[src/rtl/i2c_tgt_pkg.sv]
package i2c_tgt_pkg;

    localparam int BYTE_W     = 8;
    localparam int REG_IDX_W  = 4;
    localparam int DEV_ADDR_W = 7;
    localparam int STRAP_W    = 2;
    localparam int BIT_CNT_W  = $clog2(BYTE_W + 1);

    typedef enum logic [3:0] {
        ST_IDLE,
        ST_ADDR,
        ST_ADDR_ACK,
        ST_SEL,
        ST_SEL_ACK,
        ST_WDATA,
        ST_WDATA_ACK,
        ST_RDATA,
        ST_RDATA_ACK,
        ST_HOLD
    } tgt_state_e;

endpackage

[src/rtl/i2c_line_sync.sv]
module i2c_line_sync #(
    parameter int STAGES = 2
) (
    input  logic clk,
    input  logic rst_n,
    input  logic scl_i,
    input  logic sda_i,
    output logic sda_s,
    output logic scl_rise,
    output logic scl_fall,
    output logic start_det,
    output logic stop_det
);

    logic [STAGES-1:0] scl_pipe;
    logic [STAGES-1:0] sda_pipe;
    logic              scl_s;
    logic              scl_d;
    logic              sda_d;

    // Both lines pass through identical stages so their relative timing is kept.
    always_ff @(posedge clk or negedge rst_n) begin
        if (!rst_n) begin
            scl_pipe <= '1;
            sda_pipe <= '1;
            scl_d    <= 1'b1;
            sda_d    <= 1'b1;
        end else begin
            scl_pipe <= {scl_pipe[STAGES-2:0], scl_i};
            sda_pipe <= {sda_pipe[STAGES-2:0], sda_i};
            scl_d    <= scl_s;
            sda_d    <= sda_s;
        end
    end

    assign scl_s     = scl_pipe[STAGES-1];
    assign sda_s     = sda_pipe[STAGES-1];
    assign scl_rise  = scl_s & ~scl_d;
    assign scl_fall  = ~scl_s & scl_d;
    assign start_det = scl_s & scl_d & ~sda_s & sda_d;
    assign stop_det  = scl_s & scl_d & sda_s & ~sda_d;

endmodule

[src/rtl/i2c_strap_addr.sv]
module i2c_strap_addr
    import i2c_tgt_pkg::*;
#(
    parameter logic [DEV_ADDR_W-1:0] ADDR_ROOT = 7'h48
) (
    input  logic                  clk,
    input  logic                  rst_n,
    input  logic [STRAP_W-1:0]    strap_base_i,
    input  logic [STRAP_W-1:0]    strap_step_i,
    output logic [DEV_ADDR_W-1:0] own_addr,
    output logic                  strap_done
);

    localparam int BASE_SHIFT = STRAP_W;

    logic [STRAP_W-1:0] base_q;
    logic [STRAP_W-1:0] step_q;

    // Capture once on the first clock after reset, then freeze.
    always_ff @(posedge clk or negedge rst_n) begin
        if (!rst_n) begin
            base_q     <= '0;
            step_q     <= '0;
            strap_done <= 1'b0;
        end else if (!strap_done) begin
            base_q     <= strap_base_i;
            step_q     <= strap_step_i;
            strap_done <= 1'b1;
        end
    end

    always_comb begin
        own_addr = ADDR_ROOT
                 + (DEV_ADDR_W'(base_q) << BASE_SHIFT)
                 + DEV_ADDR_W'(step_q);
    end

endmodule

[src/rtl/i2c_regbank_target.sv]
module i2c_regbank_target
    import i2c_tgt_pkg::*;
#(
    parameter int                    SYNC_STAGES = 2,
    parameter logic [DEV_ADDR_W-1:0] ADDR_ROOT   = 7'h48,
    parameter int                    SEL_LSB     = 3
) (
    input  logic                 clk,
    input  logic                 rst_n,
    input  logic                 scl_i,
    input  logic                 sda_i,
    output logic                 sda_oe,
    input  logic [STRAP_W-1:0]   strap_base_i,
    input  logic [STRAP_W-1:0]   strap_step_i,
    output logic                 reg_we,
    output logic [REG_IDX_W-1:0] reg_sel,
    output logic [BYTE_W-1:0]    reg_wdata,
    input  logic [BYTE_W-1:0]    reg_rdata
);

    localparam logic [BIT_CNT_W-1:0] FULL_CNT = BIT_CNT_W'(BYTE_W);

    logic                  sda_s;
    logic                  scl_rise;
    logic                  scl_fall;
    logic                  start_det;
    logic                  stop_det;
    logic [DEV_ADDR_W-1:0] own_addr;
    logic                  strap_done;

    tgt_state_e            state_q;
    tgt_state_e            state_d;
    logic [BIT_CNT_W-1:0]  bit_cnt_q;
    logic [BYTE_W-1:0]     shift_q;
    logic                  rw_q;
    logic [REG_IDX_W-1:0]  sel_q;
    logic                  host_ack_q;
    logic                  byte_full;
    logic                  addr_hit;
    logic                  rx_phase;
    logic                  entering;

    i2c_line_sync #(
        .STAGES(SYNC_STAGES)
    ) u_sync (
        .clk      (clk),
        .rst_n    (rst_n),
        .scl_i    (scl_i),
        .sda_i    (sda_i),
        .sda_s    (sda_s),
        .scl_rise (scl_rise),
        .scl_fall (scl_fall),
        .start_det(start_det),
        .stop_det (stop_det)
    );

    i2c_strap_addr #(
        .ADDR_ROOT(ADDR_ROOT)
    ) u_strap (
        .clk         (clk),
        .rst_n       (rst_n),
        .strap_base_i(strap_base_i),
        .strap_step_i(strap_step_i),
        .own_addr    (own_addr),
        .strap_done  (strap_done)
    );

    assign byte_full = (bit_cnt_q == FULL_CNT);
    assign addr_hit  = (shift_q[BYTE_W-1:1] == own_addr);
    assign rx_phase  = (state_q == ST_ADDR) || (state_q == ST_SEL) || (state_q == ST_WDATA);
    assign entering  = (state_d != state_q);

    // State register
    always_ff @(posedge clk or negedge rst_n) begin
        if (!rst_n) begin
            state_q <= ST_IDLE;
        end else begin
            state_q <= state_d;
        end
    end

    // Next-state logic: bus conditions first, then per-state progress on SCL falls
    always_comb begin
        state_d = state_q;
        if (stop_det) begin
            state_d = ST_IDLE;
        end else if (start_det && strap_done) begin
            state_d = ST_ADDR;
        end else begin
            unique case (state_q)
                ST_IDLE, ST_HOLD: state_d = state_q;
                ST_ADDR: begin
                    if (scl_fall && byte_full) begin
                        state_d = addr_hit ? ST_ADDR_ACK : ST_HOLD;
                    end
                end
                ST_ADDR_ACK: begin
                    if (scl_fall) begin
                        state_d = rw_q ? ST_RDATA : ST_SEL;
                    end
                end
                ST_SEL: begin
                    if (scl_fall && byte_full) state_d = ST_SEL_ACK;
                end
                ST_SEL_ACK: begin
                    if (scl_fall) state_d = ST_WDATA;
                end
                ST_WDATA: begin
                    if (scl_fall && byte_full) state_d = ST_WDATA_ACK;
                end
                ST_WDATA_ACK: begin
                    if (scl_fall) state_d = ST_WDATA;
                end
                ST_RDATA: begin
                    if (scl_fall && byte_full) state_d = ST_RDATA_ACK;
                end
                ST_RDATA_ACK: begin
                    if (scl_fall) begin
                        state_d = host_ack_q ? ST_RDATA : ST_HOLD;
                    end
                end
                default: state_d = ST_IDLE;
            endcase
        end
    end

    // Byte datapath: bit counter, shifter, direction, register index, host ack
    always_ff @(posedge clk or negedge rst_n) begin
        if (!rst_n) begin
            bit_cnt_q  <= '0;
            shift_q    <= '0;
            rw_q       <= 1'b0;
            sel_q      <= '0;
            host_ack_q <= 1'b0;
        end else begin
            if (entering || start_det) begin
                bit_cnt_q <= '0;
            end else if (scl_rise && !byte_full && (rx_phase || state_q == ST_RDATA)) begin
                bit_cnt_q <= bit_cnt_q + 1'b1;
            end

            if (rx_phase && scl_rise && !byte_full) begin
                shift_q <= {shift_q[BYTE_W-2:0], sda_s};
            end else if (state_d == ST_RDATA && state_q != ST_RDATA) begin
                shift_q <= reg_rdata;
            end else if (state_q == ST_RDATA && scl_fall && !byte_full) begin
                shift_q <= {shift_q[BYTE_W-2:0], 1'b0};
            end

            if (state_q == ST_ADDR && state_d == ST_ADDR_ACK) begin
                rw_q <= shift_q[0];
            end
            if (state_q == ST_SEL && state_d == ST_SEL_ACK) begin
                sel_q <= shift_q[SEL_LSB +: REG_IDX_W];
            end
            if (state_q == ST_RDATA_ACK && scl_rise) begin
                host_ack_q <= ~sda_s;
            end
        end
    end

    // Outputs
    always_comb begin
        reg_we = (state_q == ST_WDATA) && (state_d == ST_WDATA_ACK);
        unique case (state_q)
            ST_ADDR_ACK, ST_SEL_ACK, ST_WDATA_ACK: sda_oe = 1'b1;
            ST_RDATA:                              sda_oe = ~shift_q[BYTE_W-1];
            default:                               sda_oe = 1'b0;
        endcase
    end

    assign reg_sel   = sel_q;
    assign reg_wdata = shift_q;

endmodule

[config.mk]
export PLATFORM = sky130hd
export DESIGN_NAME = i2c_regbank_target
export DESIGN_NICKNAME = d
export VERILOG_FILES = /design/src/rtl/i2c_tgt_pkg.sv /design/src/rtl/i2c_line_sync.sv /design/src/rtl/i2c_strap_addr.sv /design/src/rtl/i2c_regbank_target.sv
export SDC_FILE = /design/constraint.sdc
export NUM_CORES = 1
export LEC_CHECK = 0
export CORE_UTILIZATION = 56
export CTS_BUF_LIST = sky130_fd_sc_hd__clkbuf_2
export CTS_CLUSTER_SIZE = 25
export DETAILED_ROUTE_END_ITERATION = 8
export GPL_TIMING_DRIVEN = 1
export PLACE_DENSITY_LB_ADDON = 0.12
export SLEW_MARGIN = 10
export SYNTH_ARGS = -nofsm -noshare
export SYNTH_HDL_FRONTEND = slang
export SYNTH_SLANG_ARGS = --single-unit
export TNS_END_PERCENT = 100
[constraint.sdc]
create_clock -name clk -period 3 [get_ports clk]
set_input_delay 0.75 -clock clk [delete_from_list [all_inputs] [get_ports clk]]
set_output_delay 0.75 -clock clk [all_outputs]
set_load 0.005 [all_outputs]
==> flow_summary.json <==
{
  "whs_endpoint": "u_sync.scl_pipe[1]",
  "syn_to_final_growth_pct": 20.6,
  "p_seq_share_pct": 56.1,
  "worst_pin_slew_ps": 697,
  "drt_iter0_markers": 97,
  "rows": 21,
  "whs_path_depth": 0,
  "start_util_pct": 58.6,
  "die_area_um2": 3730,
  "hold_path.class": "flop to flop",
  "io_pins": 30,
  "ys_async_sr_fraction_pct": 100,
  "grt_pass1_vias": 1462,
  "syn_area_per_cell_um2": 10.9,
  "synth-edff-count": 0,
  "synthDominantCellAreaShare_pct": 34.6,
  "cp_cell_sequence": "inv_1 -> ha_1 -> nand3b_1 -> nor4_4 -> clkdlybuf4s50_1",
  "core_area_um2": 3340,
  "clk_path_buf_depth": 2,
  "clockRootBuffer": "clkbuf_2",
  "critPathMaxStageDelay_ps": 550,
  "cp_data_arrival_time_ps": 2130,
  "portBuffers": 29,
  "vias_per_cell": 5.77,
  "r2r-end": "reg_wdata[2]",
  "cp-start-kind": "flop",
  "timing.final.ws_setup_ps": 119,
  "layout_min_cycle_time_ps": 2880,
  "synthCells": 180,
  "p_total_w": 0.000853,
  "skew_ps": 20.3,
  "rr_worst_depth": 8,
  "grt_pass1_wl_mm": 6.91,
  "peakVddDrop_v": 0.000302,
  "overflow": 0,
  "cp_num_buf_inv": 2,
  "r2r-start": "bit_cnt_q[0]",
  "wl_per_cell_um": 16.2,
  "pre_cts_ws_ps": 388,
  "drc": 0,
  "path_max_fanout": 3,
  "r2r_setup_slack_ps": 330,
  "yosysWarningCount": 0,
  "syn_nets": 198,
  "grt_antenna_before_repair": 0,
  "cts_num_sinks": 33,
  "post_cts_buffers": 0,
  "synth_common_cells": "dfrtp_1 (27), mux2_2 (16), nor2_1 (14)",
  "swShare_pct": 23.9,
  "setup_violations": 0,
  "holdCritStartpoint": "u_sync.scl_pipe[0]",
  "first_pass_iters": 4,
  "nNetsFinal": 231,
  "p_comb_share_pct": 9.6,
  "cp_slowest_cell": "clkdlybuf4s50_1",
  "grt_setup_unrepaired": "no",
  "path_class": "flop to output port",
  "ys_types": 49,
  "grt_util_all_layers_pct": 26.6,
  "dpl.hpwl_mm": 3.09,
  "synth_area_um2": 1950,
  "fillers": 266,
  "synth_most_common_cell": "dfrtp_1",
  "cts_buffers": 5,
  "die_x_um": 61.1,
  "endpoint_kind": "output port",
  "intPower_w": 0.000649,
  "synth-seq-cells": 33,
  "multiInputGateArea_um2": 1070,
  "max_freq_mhz": 347,
  "seq_area_um2": 835,
  "drive_above_1_share_pct": 24.3,
  "slew_violations": 0,
  "power.net_switching_w": 0.000204,
  "antennaDiodeCount": 0,
  "antenna_left": 0,
  "cts_tree": "built",
  "critical-path-top-delay-family": "buffers and inverters",
  "critPathRequiredTime_ps": 2250,
  "status": "finished, final reports clean",
  "clk_pin_slew_ps": 190,
  "cap_violations": 0,
  "synth_flop_cell": "dfrtp_1",
  "die_h_um": 61.1,
  "fin_tns_setup_ps": 0,
  "synth_area_leaders": "dfrtp_1 (35%), mux2_2 (9.2%), dfstp_2 (8.1%), mux2_4 (6.1%), nor2_1 (2.7%)",
  "p_clk_share_pct": 34.3,
  "hold_violations": 0,
  "synth_top_cell_by_area": "dfrtp_1",
  "power_density_nw_per_um2": 362,
  "finalWirelength_mm": 4.21,
  "h-tree-depth": 2,
  "period_share_pct": 96.0,
  "grt_max_degree": 34,
  "vias": 1499,
  "seq_area_frac_synth_pct": 42.6,
  "max_slew_margin_pct": 53.6,
  "p_leak_nw": 0.998,
  "routabilityCongestion": 0.801,
  "clk_latency_ps": 370
}
logic make-up after synthesis:
group / Yosys count / synth area share [%]
simple gates: 71 / 23.4
flops: 33 / 42.6
compound gates: 31 / 11.1
mux: 25 / 15.9
buf+inv: 11 / 2.82
xor+xnor: 6 / 2.69
fa+ha+maj: 2 / 1.28
other cells: 1 / 0.192
power by group through the flow:
stage               combinational [W]  sequential [W]  clock, W
detailed placement          0.0000823        0.000487         0
finish                      0.0000819        0.000479  0.000293
global placement            0.0000798        0.000486         0
CTS                         0.0000827        0.000479  0.000302
global route                0.0000908        0.000482  0.000320
floorplan                   0.0000386        0.000483         0
routing by layer:
metal | up-vias | track usage (%) | share of wire, %
met1 | 732 | 34.9 | 45
li1 | 716 | - | -
met3 | 10 | 7.56 | 4.4
met4 | 0 | 10.4 | 1.3
met2 | 41 | 41.8 | 50
met5 | - | 0 | 0
how the worst max path moves through the flow:
stage                       startpoint      endpoint  slack [ps]  depth (start not counted)
after floorplan           bit_cnt_q[0]  reg_wdata[0]         650                          9
after global placement    bit_cnt_q[0]  reg_wdata[2]         470                          8
after detailed placement  bit_cnt_q[0]  reg_wdata[7]         390                          8
after CTS                 bit_cnt_q[0]        reg_we          90                          5
after global routing        state_q[1]        sda_oe           3                          5
final                     bit_cnt_q[0]        reg_we         120                          5
cells in the final DEF, fill, tap and decap left out, drive strengths merged, types with 5 or more instances in the layout:
cell	n
inv	5
dfstp	6
xnor2	5
dfrtp	27
mux2	24
nor2	15
a21oi	7
clkdlybuf4s50	29
nand2	11
o21ai	9
nor3	5
nor3b	5
clkbuf	5
nand2b	7
registers in the layout, indices dropped and copies added (netlist names):
signal,cells
reg_sel,4
u_sync.scl_pipe,2
u_strap.strap_done,1
u_sync.scl_d,1
u_strap.step_q,2
state_q,4
u_sync.sda_d,1
u_strap.base_q,2
host_ack_q,1
u_sync.sda_pipe,2
reg_wdata,8
bit_cnt_q,4
rw_q,1
stage by stage:
| stage | instances | utilization [%] | hold WS (ps) | instance area (µm²) |
|---|---|---|---|---|
| 3_3_place_gp | 252 | 68.6 | 347 | 2290 |
| 5_1_grt | 260 | 70.6 | 372 | 2360 |
| 3_5_place_dp | 252 | 68.6 | 348 | 2290 |
| 2_1_floorplan | 180 | - | 345 | 1950 |
| 4_1_cts | 260 | 70.6 | 368 | 2360 |
| 6_report | 260 | 70.6 | 354 | 2360 |
worst reg2reg max path: stages, from the launching register on:
cell     delay [ps]
dfrtp_1         440
inv_1           100
ha_1            170
and3b_1         290
nand2_2         130
o41ai_2         350
a22o_4          180
nor3b_4         570
mux2_4          350
repair_timing:
item	in CTS	in global routing
hold buffers	0	0
hold endpoints to repair	0	0
resized for setup	1	0
setup endpoints to repair	1	0
cell type report:
class | instances | area share [%]
timing repair buffer | 32 | 13.3
tap | 46 | 2.44
multi-input combinational | 136 | 45.2
clock inverter | 3 | 1.75
sequential | 33 | 35.4
inverter | 5 | 0.797
clock buffer | 5 | 1.06
Note: power is estimated with default switching activity, not from simulation.
